===== src/rtl/gpio_pair_ctl.sv =====
module gpio_pair_ctl #(
  parameter int W = 4
) (
  input  logic         clk,
  input  logic         rst_n,
  input  logic         stby,
  input  logic         op_rd_a,
  input  logic         op_tt_a,
  input  logic         op_tf_a,
  input  logic         op_wr_a,
  input  logic         op_sb_a,
  input  logic         op_rb_a,
  input  logic         op_rd_b,
  input  logic         op_tt_b,
  input  logic         op_tf_b,
  input  logic         op_wr_b,
  input  logic         op_sb_b,
  input  logic         op_rb_b,
  input  logic         op_dir_b,
  input  logic [W-1:0] wdata,
  input  logic [W-1:0] pin_a_i,
  input  logic [W-1:0] pin_b_i,
  output logic [W-1:0] pin_a_o,
  output logic [W-1:0] pin_a_oe,
  output logic [W-1:0] pin_b_o,
  output logic [W-1:0] pin_b_oe,
  output logic [W-1:0] rdata,
  output logic         tbit
);

  logic [W-1:0] a_lat, b_lat, b_dir;
  logic         a_drv;
  logic         live;
  logic [W-1:0] a_view, b_view;
  logic         a_hit, b_hit;

  assign live = ~stby;

  function automatic logic [W-1:0] merge(input logic [W-1:0] cur, input logic wr,
                                         input logic sb, input logic rb,
                                         input logic [W-1:0] d);
    if (wr)      return d;
    else if (sb) return cur | d;
    else if (rb) return cur & ~d;
    return cur;
  endfunction

  always_ff @(posedge clk or negedge rst_n) begin
    if (!rst_n) begin
      a_lat <= '0;
      b_lat <= '0;
      b_dir <= '0;
      a_drv <= 1'b0;
    end else if (live) begin
      a_lat <= merge(a_lat, op_wr_a, op_sb_a, op_rb_a, wdata);
      b_lat <= merge(b_lat, op_wr_b, op_sb_b, op_rb_b, wdata);
      if (op_dir_b) b_dir <= wdata;
      if (op_wr_a | op_sb_a | op_rb_a)
        a_drv <= 1'b1;
      else if (op_rd_a | op_tt_a | op_tf_a)
        a_drv <= 1'b0;
    end
  end

  assign a_view = live ? pin_a_i : '0;
  assign b_view = live ? ((pin_b_i & ~b_dir) | (b_lat & b_dir)) : '0;
  assign a_hit  = |(a_view & wdata);
  assign b_hit  = |(b_view & wdata);

  assign rdata = op_rd_a ? a_view : (op_rd_b ? b_view : '0);
  assign tbit  = (op_tt_a & a_hit) | (op_tf_a & ~a_hit) |
                 (op_tt_b & b_hit) | (op_tf_b & ~b_hit);

  assign pin_a_o  = a_lat;
  assign pin_b_o  = b_lat;
  assign pin_a_oe = {W{a_drv & live}};
  assign pin_b_oe = live ? b_dir : '0;

endmodule


===== config.mk =====
export PLATFORM = sky130hd
export DESIGN_NAME = gpio_pair_ctl
export DESIGN_NICKNAME = d
export VERILOG_FILES = /design/src/rtl/gpio_pair_ctl.sv
export SDC_FILE = /design/constraint.sdc
export NUM_CORES = 1
export LEC_CHECK = 0
export ABC_AREA = 1
export BUFFER_PORTS_ARGS = -buffer_cell sky130_fd_sc_hd__buf_2
export CAP_MARGIN = 20
export CORE_UTILIZATION = 43
export CTS_BUF_LIST = sky130_fd_sc_hd__clkbuf_16
export DETAILED_ROUTE_END_ITERATION = 7
export PLACE_DENSITY = 0.79
export SYNTH_ARGS = -nofsm -noshare
export SYNTH_HDL_FRONTEND = slang
export SYNTH_SLANG_ARGS = --single-unit

===== constraint.sdc =====
create_clock -name clk -period 0.91 [get_ports clk]
set_input_delay 0 -clock clk [delete_from_list [all_inputs] [get_ports clk]]
set_output_delay 0 -clock clk [all_outputs]
set_load 0.02 [all_outputs]

# ---- Yosys cells after proc, flatten, opt, wreduce, memory -nomap -nowiden
# Index checks and enable logic that the tools add are counted.
dict set report totals {
  input_bits 28
  ff_bits 13
  ram_bits 0
  n_memories 0
  out_inout_bits 21
  latch_bits 0
  rom_bits 0
}
dict set report op_classes {
  n_bitwise 26
  order_cmp 0
  addsub 0
  n_reduce_logical 7
  mul 0
  shifts 0
  n_mux 21
  n_eq_ne 0
  div 0
}
# op n
set ops {}
lappend ops {{4-bit 2-to-1 mux} 11}
lappend ops {{4-bit AND} 6}
lappend ops {{4-bit OR} 3}
lappend ops {{1-bit 2-to-1 mux} 10}
lappend ops {{4-bit inverter} 2}
lappend ops {{2-bit AND reduction} 4}
lappend ops {{4-bit OR reduction} 2}
lappend ops {{1-bit OR} 7}
lappend ops {{1-bit AND} 5}
lappend ops {{1-bit inverter} 3}
lappend ops {{2-bit nonzero test} 1}

# ---- Longest topological paths before layout
dict set report logic_depth {
  depth_word 9
  depth_mapped 8
}

# ---- Worst setup path after synthesis
# No wires, ideal clock.
dict set report synth_timing {
  path_kind {register -> output}
  startpoint {register with a tool-made name}
  endpoint {output rdata[0]}
  path_stages_with_launch 5
  arrival_time_ns 1.143
  n_path_buf 0
  setup_slack_ns -0.233
  cell_sequence {dfrtp_1 > inv_1 > nand2_1 > nand3_1 > o21ai_0}
}
# element line_no
set synth_lines {}
lappend synth_lines {{end, declared} 27} ;# output logic [W-1:0] rdata,

# ---- Final worst setup path
dict set report layout_timing {
  startpoint {register b_dir[3]}
  endpoint {output tbit}
}
dict set report layout_between {
  elab_chain_cells 9
  elab_cells_between_ends 12
  classes_between {1 x mux; 10 x bitwise; 1 x reduce/logical}
}
# element line_no
set layout_lines {}
lappend layout_lines {{start, declared} 31} ;# logic [W-1:0] a_lat, b_lat, b_dir;
lappend layout_lines {{start signal, assigned} 57} ;# if (op_dir_b) b_dir <= wdata;
lappend layout_lines {{4-bit inverter} 66} ;# assign b_view = live ? ((pin_b_i & ~b_dir) | (b_lat & b_dir)) : '0;
lappend layout_lines {{4-bit AND} 66}
lappend layout_lines {{4-bit OR *} 66}
lappend layout_lines {{4-bit 2-to-1 mux *} 66}
lappend layout_lines {{4-bit AND *} 68} ;# assign b_hit = |(b_view & wdata);
lappend layout_lines {{4-bit OR reduction *} 68}
lappend layout_lines {{1-bit AND or 1-bit inverter (tied branches)} 72} ;# (op_tt_b & b_hit) | (op_tf_b & ~b_hit);
lappend layout_lines {{1-bit OR or 1-bit AND (tied branches)} {71, 72}}
lappend layout_lines {{1-bit OR *} 72}
lappend layout_lines {{end, declared} 28} ;# output logic tbit
# Mark *: on every way between the ends. The rest lies on a longest branch, timed or not.

==> key figures <==
Yosys
  • Share of async-settable or async-resettable flops after synthesis: 100%
  • Synthesized Nets: 158
  • Netlist Area Pre-Place: 888 sq um
  • Combinational family with the most area after synthesis: simple AND/OR/NAND/NOR gates
  • Top post-synthesis cells by count: nand2_1 (30), inv_1 (25), dfrtp_1 (13)
  • Synthesized area per cell: 6.83 sq um
  • Area share of the leading cell type in the synthesized netlist: 36.6%
  • Post-synth top area cell: dfrtp_1
  • Main flop type after synthesis: dfrtp_1
  • Top cells by area in the synthesized netlist: dfrtp_1 (37%), nand2_1 (13%), inv_1 (11%)
  • #FFs+latches synth: 13
  • Compound-cell area share of the yosys netlist: 16.8%
  • Most common cell in the netlist: nand2_1
  • Post-synth EDFFs: 0
  • Simple-gate area share of the yosys netlist: 30.6%
  • Sequential-to-total area share from yosys stat: 36.6%
  • Post-synthesis mux area share: 0%
  • Synth Area in XOR/XNOR: 0%
  • Adder-cell share of the synthesized area: 0%
  • Post-Syn Instances: 130
  • Yosys cell types: 18
  • Synth Warn #: 0

Timing
  • Slew Viols, Final: 0
  • Worst-margin pin slew: 0.312 ns
  • Clock skew: 0 ns
  • F_max: 749 MHz
  • Hold slack: 0.0964 ns
  • Tcrit/Tclk final: 147%
  • Setup Viol. Count Final: 14
  • Final worst slack: -0.425 ns
  • Slew HR: 79.2%
  • Tmin final: 1.33 ns
  • Endpoints failing hold: 0
  • RSZ-0062 raised after global routing: yes

Clock network
  • H-tree depth: 1
  • Clock Latency Late Sink: 0.24 ns
  • CTS tree: built
  • CTS root buffer: clkbuf_16
  • Clk sinks: 13
  • Clock transition at the registers of the reported paths: 0.05 ns
  • Max Buffers Root-to-Sink: 2
  • TritonCTS buffer count: 3

Floorplanning
  • Top Ports: 49
  • Initial core utilization: 45.7%
  • Core area: 0.00194 sq mm
  • Die H: 47.5 microns
  • Die area: 0.00225 sq mm
  • Row count: 16
  • Die width: 47.5 microns

Worst hold path
  • Hold Startpoint: wdata[1]
  • Hold Path Class: input pin to flip-flop
  • Hold Path Stages: 3

Worst setup path
  • Reg-to-Reg Start: b_dir[1]
  • CP cell instances: inv_2, nand2_2, nand2_2, nand3_2, nand2_2, nor2_2, nand2_1, nand3_2, buf_6
  • Critical Path Max Stage Delay: 0.42 ns
  • Worst-path fanout max: 3
  • Setup crit start kind: flip-flop
  • Most frequent CP cell: nand2_2
  • Worst path slowest cell: dfrtp_1
  • Worst reg2reg path endpoint: b_dir[1]
  • Critical Path Sink Type: output port
  • Slack of the worst reg-to-reg path: 0 ns
  • Critical Path Start: b_dir[3]
  • Critical Path AT: 1.33 ns
  • Critical path class: flip-flop to output port
  • Reg2reg path depth: 4
  • Worst Path Required: 0.91 ns

Outcome
  • Violated checks: negative setup slack
  • Status: finished, violations left

Placed design
  • Final GP Congestion: 0.825
  • Placed cell count: 211
  • PortBufs: 48
  • Post-DP HPWL: 1920 microns

Layout
  • Area of the multi-input gates: 517 sq um
  • Filler instances: 122
  • Seq. cell area: 330 sq um
  • Non-filler cells, final: 227
  • Layout cells sized above 1: 58.0%
  • Antenna cells: 0
  • Final #Nets: 229
  • Final core occ: 82.6%
  • Layout area overhead: 80.6%

Power and ir drop
  • Pwr dens: 1590 mW/mm^2
  • P_leak: 0.866 nW
  • Maximum VDD drop: 1.75 mV

Routing
  • Initial DRC count: 24
  • Drt total wl: 3250 microns
  • Via density: 5.15
  • Drt drc: 0
  • Top sig layer: met4
  • Remaining antenna violation count after routing: 0
  • DR vias: 1,169
  • WL met3: 189 microns
  • Drt first pass iters: 4
  • Metal-1 WL: 1190 microns
  • Met2 wire length: 1790 microns
  • Per-cell routed wire length: 14.3 microns

Global route
  • Initial antenna violation count: 0
  • All-layer global routing usage: 25.6%
  • Largest net degree at the start of global routing: 14
  • First-pass GRT wire length: 3970 microns
  • Gr ovfl total: 0
  • Number of global-route vias before repair: 1,017

Run
  • Max-cap violations: 0
[layout by cell type, fill, tap and decap left out]
master	instances
nor2_2	1
buf_2	32
dlygate4sd3_1	1
o21ai_0	3
inv_2	7
nor2_1	4
dfrtp_2	4
clkbuf_16	3
nand4_2	1
dfrtp_1	9
nand2_2	13
o21ai_1	2
or2_2	1
o21ai_2	6
buf_12	1
buf_6	21
nand2_1	19
buf_4	16
nand3_1	8
inv_1	20
a21oi_1	8
nand3_2	5
o22ai_1	8
nor2_4	5
nor3_1	2
[how the worst max path moves through the flow]
stage	endpoint	slack, ns	depth (start not counted)
after floorplan	tbit	-0.04	6
after global placement	tbit	-0.11	7
after detailed placement	tbit	-0.15	7
after CTS	tbit	-0.36	9
after global routing	tbit	-0.54	9
final	tbit	-0.42	9
[layer usage]
metal | global-route usage (%) | vias up
li1 | - | 555
met1 | 28.6 | 552
met2 | 46.6 | 55
met3 | 4.91 | 7
met4 | 12.0 | 0
met5 | 0 | -
[kinds of logic after synthesis]
logic type      after synthesis
compound gates               27
buf+inv                      31
flops                        13
simple gates                 59
[per-stage QoR]
stage                     setup WS, ns  TNS, ns  instance area [sq um]  total power, W
after global routing            -0.542    -3.15                   1600         0.00266
after floorplan                -0.0435  -0.0485                    918         0.00112
final                           -0.425    -2.44                   1600         0.00254
after CTS                       -0.360    -1.81                   1490         0.00238
after detailed placement        -0.147   -0.169                   1240         0.00140
after global placement          -0.114   -0.115                   1240         0.00138
[critical path: cells and delay by family, from the launching register on]
family | cells | cell delay [ns]
buffers and inverters | 2 | 0.23
DFF | 1 | 0.42
and+or+nand+nor | 7 | 0.44
[repair_timing]
action	in CTS	in global routing
pin swaps	3	11
buffers inserted	10	6
gates cloned	0	0
hold buffers	1	0
endpoints found under the hold margin	13	0
resized for setup	33	33
setup endpoints to repair	15	15
[layout make-up]
class                   instances  area share (%)
inverters                      26            6.08
clock buffers                   3            4.68
multi-input cells              86            32.2
well taps                      27            2.11
flip-flops and latches         13            20.6
repair buffers                 71            34.1
clock inverters                 1           0.234
[power by group]
part	internal, W	switching, W
clock	0.000579	0.000243
sequential	0.000659	0.0000591
combinational	0.000480	0.000524
Power figures use the tool's default switching activity.
